<file path="src/rtl/tx_pair_pkg.sv">
package tx_pair_pkg;
  parameter int DIBIT_W  = 2;
  localparam int NIBBLE_W = 2 * DIBIT_W;

  // strobes from control to datapath, valid for the current capture stage
  typedef struct packed {
    logic loadLow;   // hold captured dibit as low half
    logic emitPair;  // emit {captured dibit, low half}
    logic emitWide;  // emit captured word directly
    logic flagErr;   // frame closed on half nibble
  } ctrlStrobe_t;
endpackage

</file>
<file path="src/rtl/tx_pair_ctrl.sv">
module tx_pair_ctrl
  import tx_pair_pkg::*;
(
  input  logic        clk,
  input  logic        rstN,
  input  logic        enQ,
  input  logic        modeQ,
  output ctrlStrobe_t strobe
);
  logic phaseHigh;
  logic phaseNext;

  always_comb begin
    strobe    = '0;
    phaseNext = 1'b0;
    if (modeQ) begin
      strobe.emitWide = enQ;
    end else if (enQ) begin
      if (phaseHigh) begin
        strobe.emitPair = 1'b1;
      end else begin
        strobe.loadLow = 1'b1;
        phaseNext      = 1'b1;
      end
    end else if (phaseHigh) begin
      // enable dropped while waiting for the upper half
      strobe.flagErr = 1'b1;
    end
  end

  // phase clears whenever enable is low, so every frame starts aligned
  always_ff @(posedge clk or negedge rstN) begin
    if (!rstN) phaseHigh <= 1'b0;
    else       phaseHigh <= phaseNext;
  end
endmodule

</file>
<file path="src/rtl/tx_pair_dp.sv">
module tx_pair_dp
  import tx_pair_pkg::*;
(
  input  logic                clk,
  input  logic                rstN,
  input  logic                modeIn,
  input  logic                enIn,
  input  logic [NIBBLE_W-1:0] dataIn,
  input  ctrlStrobe_t         strobe,
  output logic                enQ,
  output logic                modeQ,
  output logic [NIBBLE_W-1:0] nibOut,
  output logic                nibValid,
  output logic                alignErr
);
  logic [NIBBLE_W-1:0] dataQ;
  logic [DIBIT_W-1:0]  lowHalf;
  logic [NIBBLE_W-1:0] nibNext;

  // capture stage
  always_ff @(posedge clk or negedge rstN) begin
    if (!rstN) begin
      enQ   <= 1'b0;
      modeQ <= 1'b0;
      dataQ <= '0;
    end else begin
      enQ   <= enIn;
      modeQ <= modeIn;
      dataQ <= dataIn;
    end
  end

  always_ff @(posedge clk or negedge rstN) begin
    if (!rstN)              lowHalf <= '0;
    else if (strobe.loadLow) lowHalf <= dataQ[DIBIT_W-1:0];
  end

  always_comb begin
    if (strobe.emitWide) nibNext = dataQ;
    else                 nibNext = {dataQ[DIBIT_W-1:0], lowHalf};
  end

  // output stage
  always_ff @(posedge clk or negedge rstN) begin
    if (!rstN) begin
      nibOut   <= '0;
      nibValid <= 1'b0;
      alignErr <= 1'b0;
    end else begin
      nibValid <= strobe.emitPair | strobe.emitWide;
      alignErr <= strobe.flagErr;
      if (strobe.emitPair | strobe.emitWide) nibOut <= nibNext;
    end
  end
endmodule

</file>
<file path="src/rtl/tx_pair_adapter.sv">
module tx_pair_adapter
  import tx_pair_pkg::*;
(
  input  logic                clk,
  input  logic                rstN,
  input  logic                modeMii,
  input  logic                txEn,
  input  logic [NIBBLE_W-1:0] txData,
  output logic [NIBBLE_W-1:0] nibOut,
  output logic                nibValid,
  output logic                alignErr
);
  ctrlStrobe_t strobe;
  logic        enQ;
  logic        modeQ;

  tx_pair_dp u_dp (
    .clk(clk), .rstN(rstN), .modeIn(modeMii), .enIn(txEn), .dataIn(txData),
    .strobe(strobe), .enQ(enQ), .modeQ(modeQ),
    .nibOut(nibOut), .nibValid(nibValid), .alignErr(alignErr)
  );

  tx_pair_ctrl u_ctrl (
    .clk(clk), .rstN(rstN), .enQ(enQ), .modeQ(modeQ), .strobe(strobe)
  );
endmodule

</file>
<file path="config.mk">
export PLATFORM = sky130hd
export DESIGN_NAME = tx_pair_adapter
export DESIGN_NICKNAME = d
export VERILOG_FILES = /design/src/rtl/tx_pair_pkg.sv /design/src/rtl/tx_pair_ctrl.sv /design/src/rtl/tx_pair_dp.sv /design/src/rtl/tx_pair_adapter.sv
export SDC_FILE = /design/constraint.sdc
export NUM_CORES = 1
export LEC_CHECK = 0
export BUFFER_PORTS_ARGS = -buffer_cell sky130_fd_sc_hd__buf_2
export CAP_MARGIN = 20
export CORE_MARGIN = 4
export CORE_UTILIZATION = 40
export DETAILED_ROUTE_END_ITERATION = 7
export PLACE_DENSITY_LB_ADDON = 0.2
export SETUP_SLACK_MARGIN = 0.2
export SKIP_CTS_REPAIR_TIMING = 1
export SYNTH_ARGS = -nofsm -noshare
export SYNTH_HDL_FRONTEND = slang
export SYNTH_SLANG_ARGS = --single-unit
export TNS_END_PERCENT = 5
</file>
<file path="constraint.sdc">
create_clock -name clk -period 1.3 [get_ports clk]
set_input_delay 0.13 -clock clk [delete_from_list [all_inputs] [get_ports clk]]
set_output_delay 0.13 -clock clk [all_outputs]
set_load 0.02 [all_outputs]
</file>
== Word-level counts from Yosys, hierarchy flattened ==
Index checks and enable logic that the tools add are counted.
Widths: inputs -> output; s select.
Word-level totals
  memory bits (writable): 0
  memories kept: 0
  bits in registers: 15
  ROM bits: 0
  output and inout port bits: 6
  bits of input ports: 8
  latch bits: 0
Cells by class
  shifts and indexed selects: 0
  bitwise gates (word level): 1
  multipliers: 0
  div/mod/pow operators: 0
  add/sub/neg operators: 0
  $lt $le $gt $ge: 0
  mux-type cells: 10
  reductions and logical operators: 0
  eq/ne operators: 0
Operator list (number)
  $mux 1: 7
  $mux 2: 2
  $mux 4: 1
  $or 1x1->1: 1

== Longest topological paths before layout ==
Gate-level depths: netlist (run 1).
  word-level depth: 4
  depth in mapped cells: 2

== Modules after synthesis ==
From an unflattened synthesis (run 1), not the netlist that was laid out.
Unflattened totals
  cell total of the unflattened synthesis: 37
  area total of the unflattened synthesis: 535.5 µm²
By module, submodules not included
  tx_pair_dp: times used 1, sequential area each 350.3 µm², cells each 31, area an instance 470.5 µm²
  tx_pair_ctrl: times used 1, sequential area each 25.0 µm², cells each 6, area an instance 65.1 µm²

== Worst setup path after synthesis (run 1) ==
Ideal clock, no wire load.
  kind: flip-flop to flip-flop
  from: register u_ctrl.phaseHigh
  to: register u_dp.lowHalf[0]
  library setup time: 0.125 ns
  data arrival time: 1.002 ns
  period minus slack after synthesis: 1.127 ns
  buffers on the path: 0
  required time: 1.175 ns
  path slack: 0.173 ns
  stages on the path, launching flop included: 3
  cell sequence: dfrtp_1 nor3b_4 mux2_2
RTL lines
  from (decl): RTL line tx_pair_ctrl.sv:10  | logic phaseHigh;
  from (signal assigned): RTL line tx_pair_ctrl.sv:34  | else phaseHigh <= phaseNext;
  to (signal assigned): RTL line tx_pair_dp.sv:35  | else if (strobe.loadLow) lowHalf <= dataQ[DIBIT_W-1:0];
  to (decl): RTL line tx_pair_dp.sv:17  | logic [DIBIT_W-1:0] lowHalf;

==> impl_metrics.tcl, run 1 <==
set metrics [dict create \
    io_pins 14 \
    synth.cell_area_um2 525.5 \
    worst-path-max-fanout 7 \
    synth_nets 37 \
    syn2layout_area_growth_pct 40.48 \
    period_minus_slack_ns 1.177 \
    yosysMostFrequentCell "dfrtp_1" \
    die_h_um 44.25 \
    gr-total-overflow 0 \
    clock.fmax_ghz 0.8493 \
    grt_util_all_layers_pct 11.04 \
    synth_top_family_by_area "simple AND/OR/NAND/NOR gates" \
    synth_top_area_cell "dfrtp_1" \
    cp.arrival_ns 1.34 \
    relSlewSlack_pct 77.97 \
    grt_start_max_net_pins 16 \
    antenna_found_initial 0 \
    hold_path.class "in -> async" \
    clock_sinks 15 \
    worst_setup_path_end_kind "flop" \
    rsz0062_at_grt "true" \
    hold_viol 0 \
    fin_area_um2 738.2 \
    start_kind "flop" \
    synthFlopType "dfrtp_1" \
    grt_pass1_vias 326 \
    synth_mux_area_share_pct 4.286 \
    synth_area_leaders "dfrtp_1 71%, nand4bb_1 8.6%, o221a_2 8.6%" \
    required_ns 1.46 \
    maxCapViolCount 0 \
    ir_drop_uv 686.6 \
    ys_top_cells_by_count "15 x dfrtp_1, 4 x nand4bb_1, 4 x o221a_2, 2 x mux2_2" \
    yosysUniqueCellTypes 8 \
    synth_top_cell_area_share_pct 71.43 \
    final_layout_size_suffix_gt1_share_pct 51.79 \
    synth_cells 29 \
    ant_nets 0 \
    row_count 12 \
    tns_ns 0 \
    die_w_um 44.25 \
    final.period_utilization_pct 90.57 \
    synth_compound_area_share_pct 10.00 \
    diodes 0 \
    startpoint "u_dp.modeQ" \
    grt_pass1_wl_um 1518 \
    placed_area_um2 609.3 \
    r2r-start "u_dp.modeQ" \
    vias 357 \
    critical_path_class "reg -> reg" \
    dp.cells 56 \
    synth-simple-area-share_pct 14.29 \
    ys_warn_count 0 \
    yosysSeqAreaShare_pct 71.43 \
    layout.nets 65 \
    power_density_nw_per_um2 1279 \
    core_um2 1171 \
    clock_path_buffers 2 \
    drc 0 \
    finish.utilization_pct 63.03 \
    dr.first_iter.drc_count 12 \
    clk_pin_slew_worst_paths_ns 0.08 \
    port_buffers 13 \
    drtPass1Iterations 4 \
    routed_wl_um 973 \
    dp.final_hpwl_um 674.8 \
    outcome "complete, no violations" \
    worst_slew_pin_slew_ns 0.3305 \
    clock_latency_ns 0.27 \
    place.gp.congestion 0.7591 \
    rr_worst_depth 2 \
    clockRootBuffer "clkbuf_4" \
    vias_per_cell 5.100 \
    wl_per_cell_um 13.90 \
    slew_violations 0 \
    fin_worst_skew_ns 0.0008572 \
    cts-htree-levels 1 \
    synth.avg_cell_area_um2 18.12 \
    synth-xor-area-share_pct 0 \
    synth-seq-cells 15 \
    whs_ns 0.2821 \
    cts_tree "built" \
    synthAdderAreaFrac_pct 0 \
    leakagePower_nw 0.3299 \
    initial_utilization_pct 44.87 \
    cts_made_buffers 3 \
    fp.dieArea_um2 1958 \
    synth-async-reset-ratio_pct 100.0 \
    synth-edff-count 0 \
    final_cells 70 \
    finalSetupViolCount 0 \
]
where the power goes:
| part | internal [mW] | leakage (nW) | total [mW] | switching (mW) |
|---|---|---|---|---|
| clock | 0.119 | 0.0150 | 0.250 | 0.131 |
| sequential | 0.510 | 0.174 | 0.542 | 0.0319 |
| combinational | 0.0871 | 0.141 | 0.153 | 0.0654 |
| total | 0.716 | 0.330 | 0.944 | 0.228 |
stage by stage:
stage | power [mW] | setup slack, ns
after floorplan | 0.6184 | 0.1833
after global placement | 0.6669 | 0.1493
after detailed placement | 0.6727 | 0.1012
after CTS | 0.9286 | 0.08657
after global routing | 1.010 | 0.09604
final | 0.9445 | 0.1226
layout make-up:
type                       instances  area [um2]
tap                               14       17.52
clock buffer                       4       26.28
timing repair buffer              23       157.7
multi-input combinational         14       157.7
fill                              95       432.9
sequential                        15       379.1
cells by family after synthesis:
logic type,Yosys count
AOI/OAI and AO/OA,5
DFF,15
muxes,2
and+or+nand+nor,7
critical path, stage by stage, from the launching register on:
cell and delay, ns:
dfrtp_2 0.46, nor3b_4 0.27, mux2_4 0.33
per-layer routing:
layer	GRT usage [%]	wire [um]	vias to the layer above
met1	12.40	427	168
met2	17.73	485	16
met4	5.422	0	0
met3	4.878	60	0
li1	-	-	173
met5	0	0	-
flip-flops by register name (all words and copies together), names as in the netlist:
signal	flops
u_ctrl.phaseHigh	1
u_dp.modeQ	1
u_dp.dataQ	4
u_dp.lowHalf	2
u_dp.nibValid	1
u_dp.nibOut	4
u_dp.enQ	1
u_dp.alignErr	1
final timing paths:
| kind | endpoint | slack, ns |
|---|---|---|
| worst max-delay path | u_dp.lowHalf[0] | 0.12 |
| min in group clk | u_dp.dataQ[3] | 0.49 |
| max in group asynchronous | u_ctrl.phaseHigh | 0.75 |
| worst min-delay path | u_dp.nibOut[1] | 0.28 |
| worst min register to register | u_dp.nibOut[3] | 0.54 |
| worst max register to register | u_dp.lowHalf[0] | 0.12 |
cells in the final DEF, fill, tap and decap left out, drive strengths merged:
master       netlist  layout
nand4bb            4       4
nor3b              2       2
buf                0      16
mux2               2       2
o21a               1       1
clkbuf             0       4
dfrtp             15      15
dlygate4sd3        0       7
o221a              4       4
nand2              1       1
Power figures use the tool's default switching activity.
==> inputs of run 2 (changes only) <==
Settings changed: ABC_AREA from default to 1.
Clock period 1.3 ns to 1.45 ns, I/O delays scaled along.
==> impl_metrics.tcl, run 2 <==
set metrics [dict create \
    slew_violations 0 \
    drtPass1Iterations 5 \
    area.sequential_um2 375.4 \
    reg.largest.list "u_dp.dataQ x4, u_dp.nibOut x4, u_dp.lowHalf x2" \
    grt_pass1_wl_um 1455 \
    fin_worst_skew_ns 0.002543 \
    worst-path-max-fanout 10 \
    row_count 13 \
    rsz0062_at_grt "false" \
    gr-usage-met2_pct 14.56 \
    drc 0 \
    grt.met1_usage_pct 12.81 \
    gr-total-overflow 0 \
    grt_pass1_vias 338 \
    clock_sinks 15 \
    leakagePower_nw 0.4011 \
    clock_latency_ns 0.28 \
    clock.fmax_ghz 0.9289 \
    clockRootBuffer "clkbuf_4" \
    start_kind "flop" \
    synth_cells 56 \
    synth-seq-cells 15 \
    final_common_cell "nand2_1" \
    synth-async-reset-ratio_pct 100.0 \
    ys_warn_count 0 \
    hold_path.class "in -> async" \
    finalSetupViolCount 0 \
    outcome "complete, no violations" \
    vias 407 \
    fp.dieArea_um2 2121 \
    fin_area_um2 738.2 \
    yosysMostFrequentCell "nand2_1" \
    layout_common_cells "25 x nand2_1, 15 x dfrtp_1, 13 x buf_2, 7 x dlygate4sd3_1, 6 x nand3_1" \
    yosysSeqAreaShare_pct 64.79 \
    port_buffers 13 \
    final.period_utilization_pct 74.24 \
    cp.arrival_ns 1.25 \
    worst_setup_path_end_kind "flop" \
    die_h_um 46.06 \
    core_um2 1334 \
    worst_slew_pin_slew_ns 0.3854 \
    die_w_um 46.06 \
    synthFlopType "dfrtp_1" \
    clk_pin_slew_worst_paths_ns 0.09 \
    synth.avg_cell_area_um2 10.34 \
    routed_wl_um 959 \
    critical_path_class "reg -> reg" \
    synth_nets 64 \
    final_layout_size_suffix_gt1_share_pct 29.49 \
    initial_utilization_pct 43.43 \
    synth_area_leaders "dfrtp_1 65%, nand2_1 16%, nand3_1 5.2%" \
    diodes 0 \
    dp.final_hpwl_um 668.4 \
    cts_tree "built" \
    p_total_mw 0.8502 \
    dr.first_iter.drc_count 12 \
    synth_top_area_cell "dfrtp_1" \
    yosysUniqueCellTypes 10 \
    period_minus_slack_ns 1.077 \
    vias_per_cell 4.376 \
    busiest_layer "met2" \
    place.gp.congestion 0.7232 \
    required_ns 1.63 \
    cts_made_buffers 3 \
    hold_viol 0 \
    fillers 115 \
    grt_use_met3_pct 3.516 \
    placed_area_um2 640.6 \
    synth-edff-count 0 \
    relSlewSlack_pct 74.31 \
    ir_drop_uv 634.7 \
    layout.nets 87 \
    ys_top_cells_by_count "25 x nand2_1, 15 x dfrtp_1, 6 x nand3_1" \
    synth.cell_area_um2 579.3 \
    wl_per_cell_um 10.31 \
    grt_start_max_net_pins 16 \
    io_pins 14 \
    tns_ns 0 \
    grt_util_all_layers_pct 10.43 \
    antenna_found_initial 0 \
    synth_top_cell_area_share_pct 64.79 \
    syn2layout_area_growth_pct 27.43 \
    cts-htree-levels 1 \
    multi_input_area_um2 171.4 \
    clock_path_buffers 2 \
    maxCapViolCount 0 \
    ant_nets 0 \
    power_density_nw_per_um2 1152 \
]
-- run 2: cell count changes in the layout (fill, tap and decap cells not counted), sizes merged --
cell	delta
nor2	+3
nor3b	-2
o21ai	+1
nand2	+26
clkinv	+1
o221a	-4
inv	+2
o21a	-1
mux2	-2
nand3	+6
clkbuf	-1
nand4bb	-4
buf	-3
-- run 2: final timing paths --
check,start,end,slack (ns),depth (start not counted)
max,u_dp.enQ,u_dp.nibOut[0],0.37,5
min in group clk,u_dp.nibOut[0],u_dp.nibOut[0],0.48,2
max in group asynchronous,rstN,u_dp.nibOut[3],0.93,2
max reg2reg,u_dp.enQ,u_dp.nibOut[0],0.37,5
min,rstN,u_dp.alignErr,0.28,2
min reg2reg,u_dp.nibOut[0],u_dp.nibOut[0],0.48,2
-- run 2: stage by stage --
stage	util (%)	setup slack [ns]	std cells	hold slack, ns
final	55.35	0.3735	93	0.2820
after CTS	50.09	0.3902	86	-0.2507
after global placement	48.03	0.4576	82	0.05960
after global routing	55.35	0.3026	93	0.2992
after floorplan	-	0.5588	56	-0.1506
after detailed placement	48.03	0.4255	82	0.05994
-- run 2: metal layers --
| metal | up-vias | routed length, um |
|---|---|---|
| li1 | 217 | - |
| met1 | 172 | 447 |
| met2 | 14 | 417 |
| met3 | 4 | 67 |
| met4 | 0 | 27 |
| met5 | - | 0 |
-- run 2: layout make-up --
class                   count  area share [%]
multi-input cells          37           23.22
clock inverters             1          0.6780
inverters                   2           1.356
well taps                  15           2.542
repair buffers             20           18.31
clock buffers               3           3.051
flip-flops and latches     15           50.85
-- run 2: worst max-delay path, cell delays in order (launching register included) --
cell	delay, ns
dfrtp_1	0.58
nand2_2	0.13
nand2_1	0.10
nand2_1	0.06
nand2_1	0.06
nand2_1	0.04
-- run 2: logic make-up (layout without fill, tap and decap cells) --
logic type             Yosys count  after routing  synth area share, %
and+or+nand+nor                 36             36                28.08
AOI/OAI and AO/OA                1              1                1.512
buffers and inverters            4             26                5.615
DFF                             15             15                64.79
-- run 2: report_power, final --
| group | internal (mW) | total, mW | switching [mW] | leakage [nW] |
|---|---|---|---|---|
| registers | 0.457 | 0.485 | 0.0282 | 0.185 |
| clock network | 0.102 | 0.231 | 0.129 | 0.0177 |
| logic | 0.0565 | 0.134 | 0.0779 | 0.199 |
==> inputs of run 3 (changes only) <==
Clock period 1.45 ns to 0.9 ns, I/O delays scaled along.
==> impl_metrics.tcl, run 3 (synthesized netlist as in run 2, its figures left out) <==
set metrics [dict create \
    final.period_utilization_pct 104.5 \
    layout.nets 88 \
    required_ns 1.08 \
    worst_setup_path_end_kind "flop" \
    clock_sinks 15 \
    clock.fmax_ghz 1.063 \
    dp.cells 83 \
    vias 428 \
    final_common_cell "nand2_1" \
    met2WireLength_um 478 \
    slew_violations 0 \
    fillers 116 \
    dr.max_layer_used "met4" \
    initial_utilization_pct 43.43 \
    clkPwrFrac_pct 27.3 \
    grt_pass1_wl_um 1656 \
    final_layout_size_suffix_gt1_share_pct 34.18 \
    die_w_um 46.06 \
    clock_latency_ns 0.28 \
    hold_viol 0 \
    reg.largest.list "u_dp.dataQ x4, u_dp.nibOut x4, u_dp.lowHalf x2" \
    relSlewSlack_pct 78.38 \
    cts-htree-levels 1 \
    ant_nets 0 \
    core_um2 1334 \
    fin_worst_skew_ns 0.003557 \
    comb_power_share_pct 16.0 \
    syn2layout_area_growth_pct 29.59 \
    rsz0062_at_grt "true" \
    grt_pass1_vias 406 \
    wl_per_cell_um 10.71 \
    final_cells 94 \
    layout_common_cells "24 x nand2_1, 13 x buf_2, 13 x dfrtp_1, 7 x dlygate4sd3_1, 6 x nand3_1" \
    dr.first_iter.drc_count 5 \
    multi_input_area_um2 173.9 \
    row_count 13 \
    antenna_found_initial 0 \
    finalSetupViolCount 11 \
    cts_tree "built" \
    period_minus_slack_ns 0.9407 \
    die_h_um 46.06 \
    cts_made_buffers 3 \
    clockRootBuffer "clkbuf_4" \
    power_density_nw_per_um2 1841 \
    maxCapViolCount 0 \
    outcome "complete, but fails checks" \
    dr_wl_met3_um 68 \
    diodes 0 \
    swShare_pct 27.90 \
    vias_per_cell 4.553 \
    dp.final_hpwl_um 733.8 \
    drtPass1Iterations 4 \
    ir_drop_uv 1002 \
    area.sequential_um2 377.9 \
    cp.arrival_ns 1.12 \
    seqPwrFrac_pct 56.7 \
    clock_path_buffers 2 \
    grt_util_all_layers_pct 11.69 \
    clk_pin_slew_worst_paths_ns 0.09 \
    io_pins 14 \
    routed_wl_um 1007 \
    leakagePower_nw 0.4038 \
    violations "negative setup slack" \
    layout_setup_ws_ns -0.04068 \
    start_kind "flop" \
    fp.dieArea_um2 2121 \
    gr-total-overflow 0 \
    port_buffers 13 \
    p_int_mw 0.9963 \
    worst-path-max-fanout 8 \
    met1_length_um 436 \
    place.gp.congestion 0.7067 \
    grt_start_max_net_pins 16 \
    critical_path_class "reg -> reg" \
    whs_ns 0.2233 \
    drc 0 \
    worst_slew_pin_slew_ns 0.3243 \
    p_sw_mw 0.3855 \
    hold_path.class "in -> async" \
]
[run 3: cell count changes in the layout (fill, tap and decap cells not counted)]
cell	delta
nand2_2	+1
dfrtp_1	-2
buf_4	+1
dfrtp_2	+2
nand2_1	-1
[run 3: area by class of cell]
| type | instances | share of cell area, % |
|---|---|---|
| inverters | 2 | 1.333 |
| clock inverters | 1 | 0.6667 |
| flip-flops and latches | 15 | 50.33 |
| repair buffers | 21 | 19.00 |
| clock buffers | 3 | 3.000 |
| multi-input cells | 37 | 23.17 |
| well taps | 15 | 2.500 |
[run 3: metal layers]
metal	track usage [%]	vias to the layer above
li1	-	218
met5	0	-
met3	3.906	3
met2	17.86	13
met4	8.523	0
met1	13.47	194
[run 3: power by group through the flow]
stage	registers (mW)	clock network, mW	logic [mW]
2_1_floorplan	0.822	0	0.0993
5_1_grt	0.793	0.426	0.248
3_3_place_gp	0.796	0	0.197
6_report	0.783	0.378	0.221
3_5_place_dp	0.795	0	0.201
4_1_cts	0.783	0.397	0.201
[run 3: per-stage QoR]
stage	power [mW]	setup WS (ns)	util (%)	cell area (um2)	TNS, ns
after floorplan	0.9209	0.008791	-	579.3	0
after global placement	0.9931	-0.1217	48.59	648.1	-0.5387
after detailed placement	0.9957	-0.1055	48.59	648.1	-0.5348
after CTS	1.381	-0.1216	50.66	675.6	-0.7627
after global routing	1.467	-0.08929	56.29	750.7	-0.7711
final	1.382	-0.04068	56.29	750.7	-0.2256
[run 3: worst max-delay path: stages (launching register included)]
cell and delay (ns):
dfrtp_2 0.48, nor2_4 0.17, nand2_2 0.08, nand2_1 0.06
nand2_1 0.04
[run 3: final timing paths]
path	startpoint	end	slack, ns	cells after the start
worst max-delay path	u_dp.modeQ	u_dp.lowHalf[0]	-0.04	4
worst min-delay path	rstN	u_dp.alignErr	0.22	2
worst max register to register	u_dp.modeQ	u_dp.lowHalf[0]	-0.04	4
worst min register to register	u_dp.nibOut[1]	u_dp.nibOut[1]	0.48	2
max in group asynchronous	rstN	u_dp.modeQ	0.41	2
min in group clk	txData[0]	u_dp.dataQ[0]	0.43	2
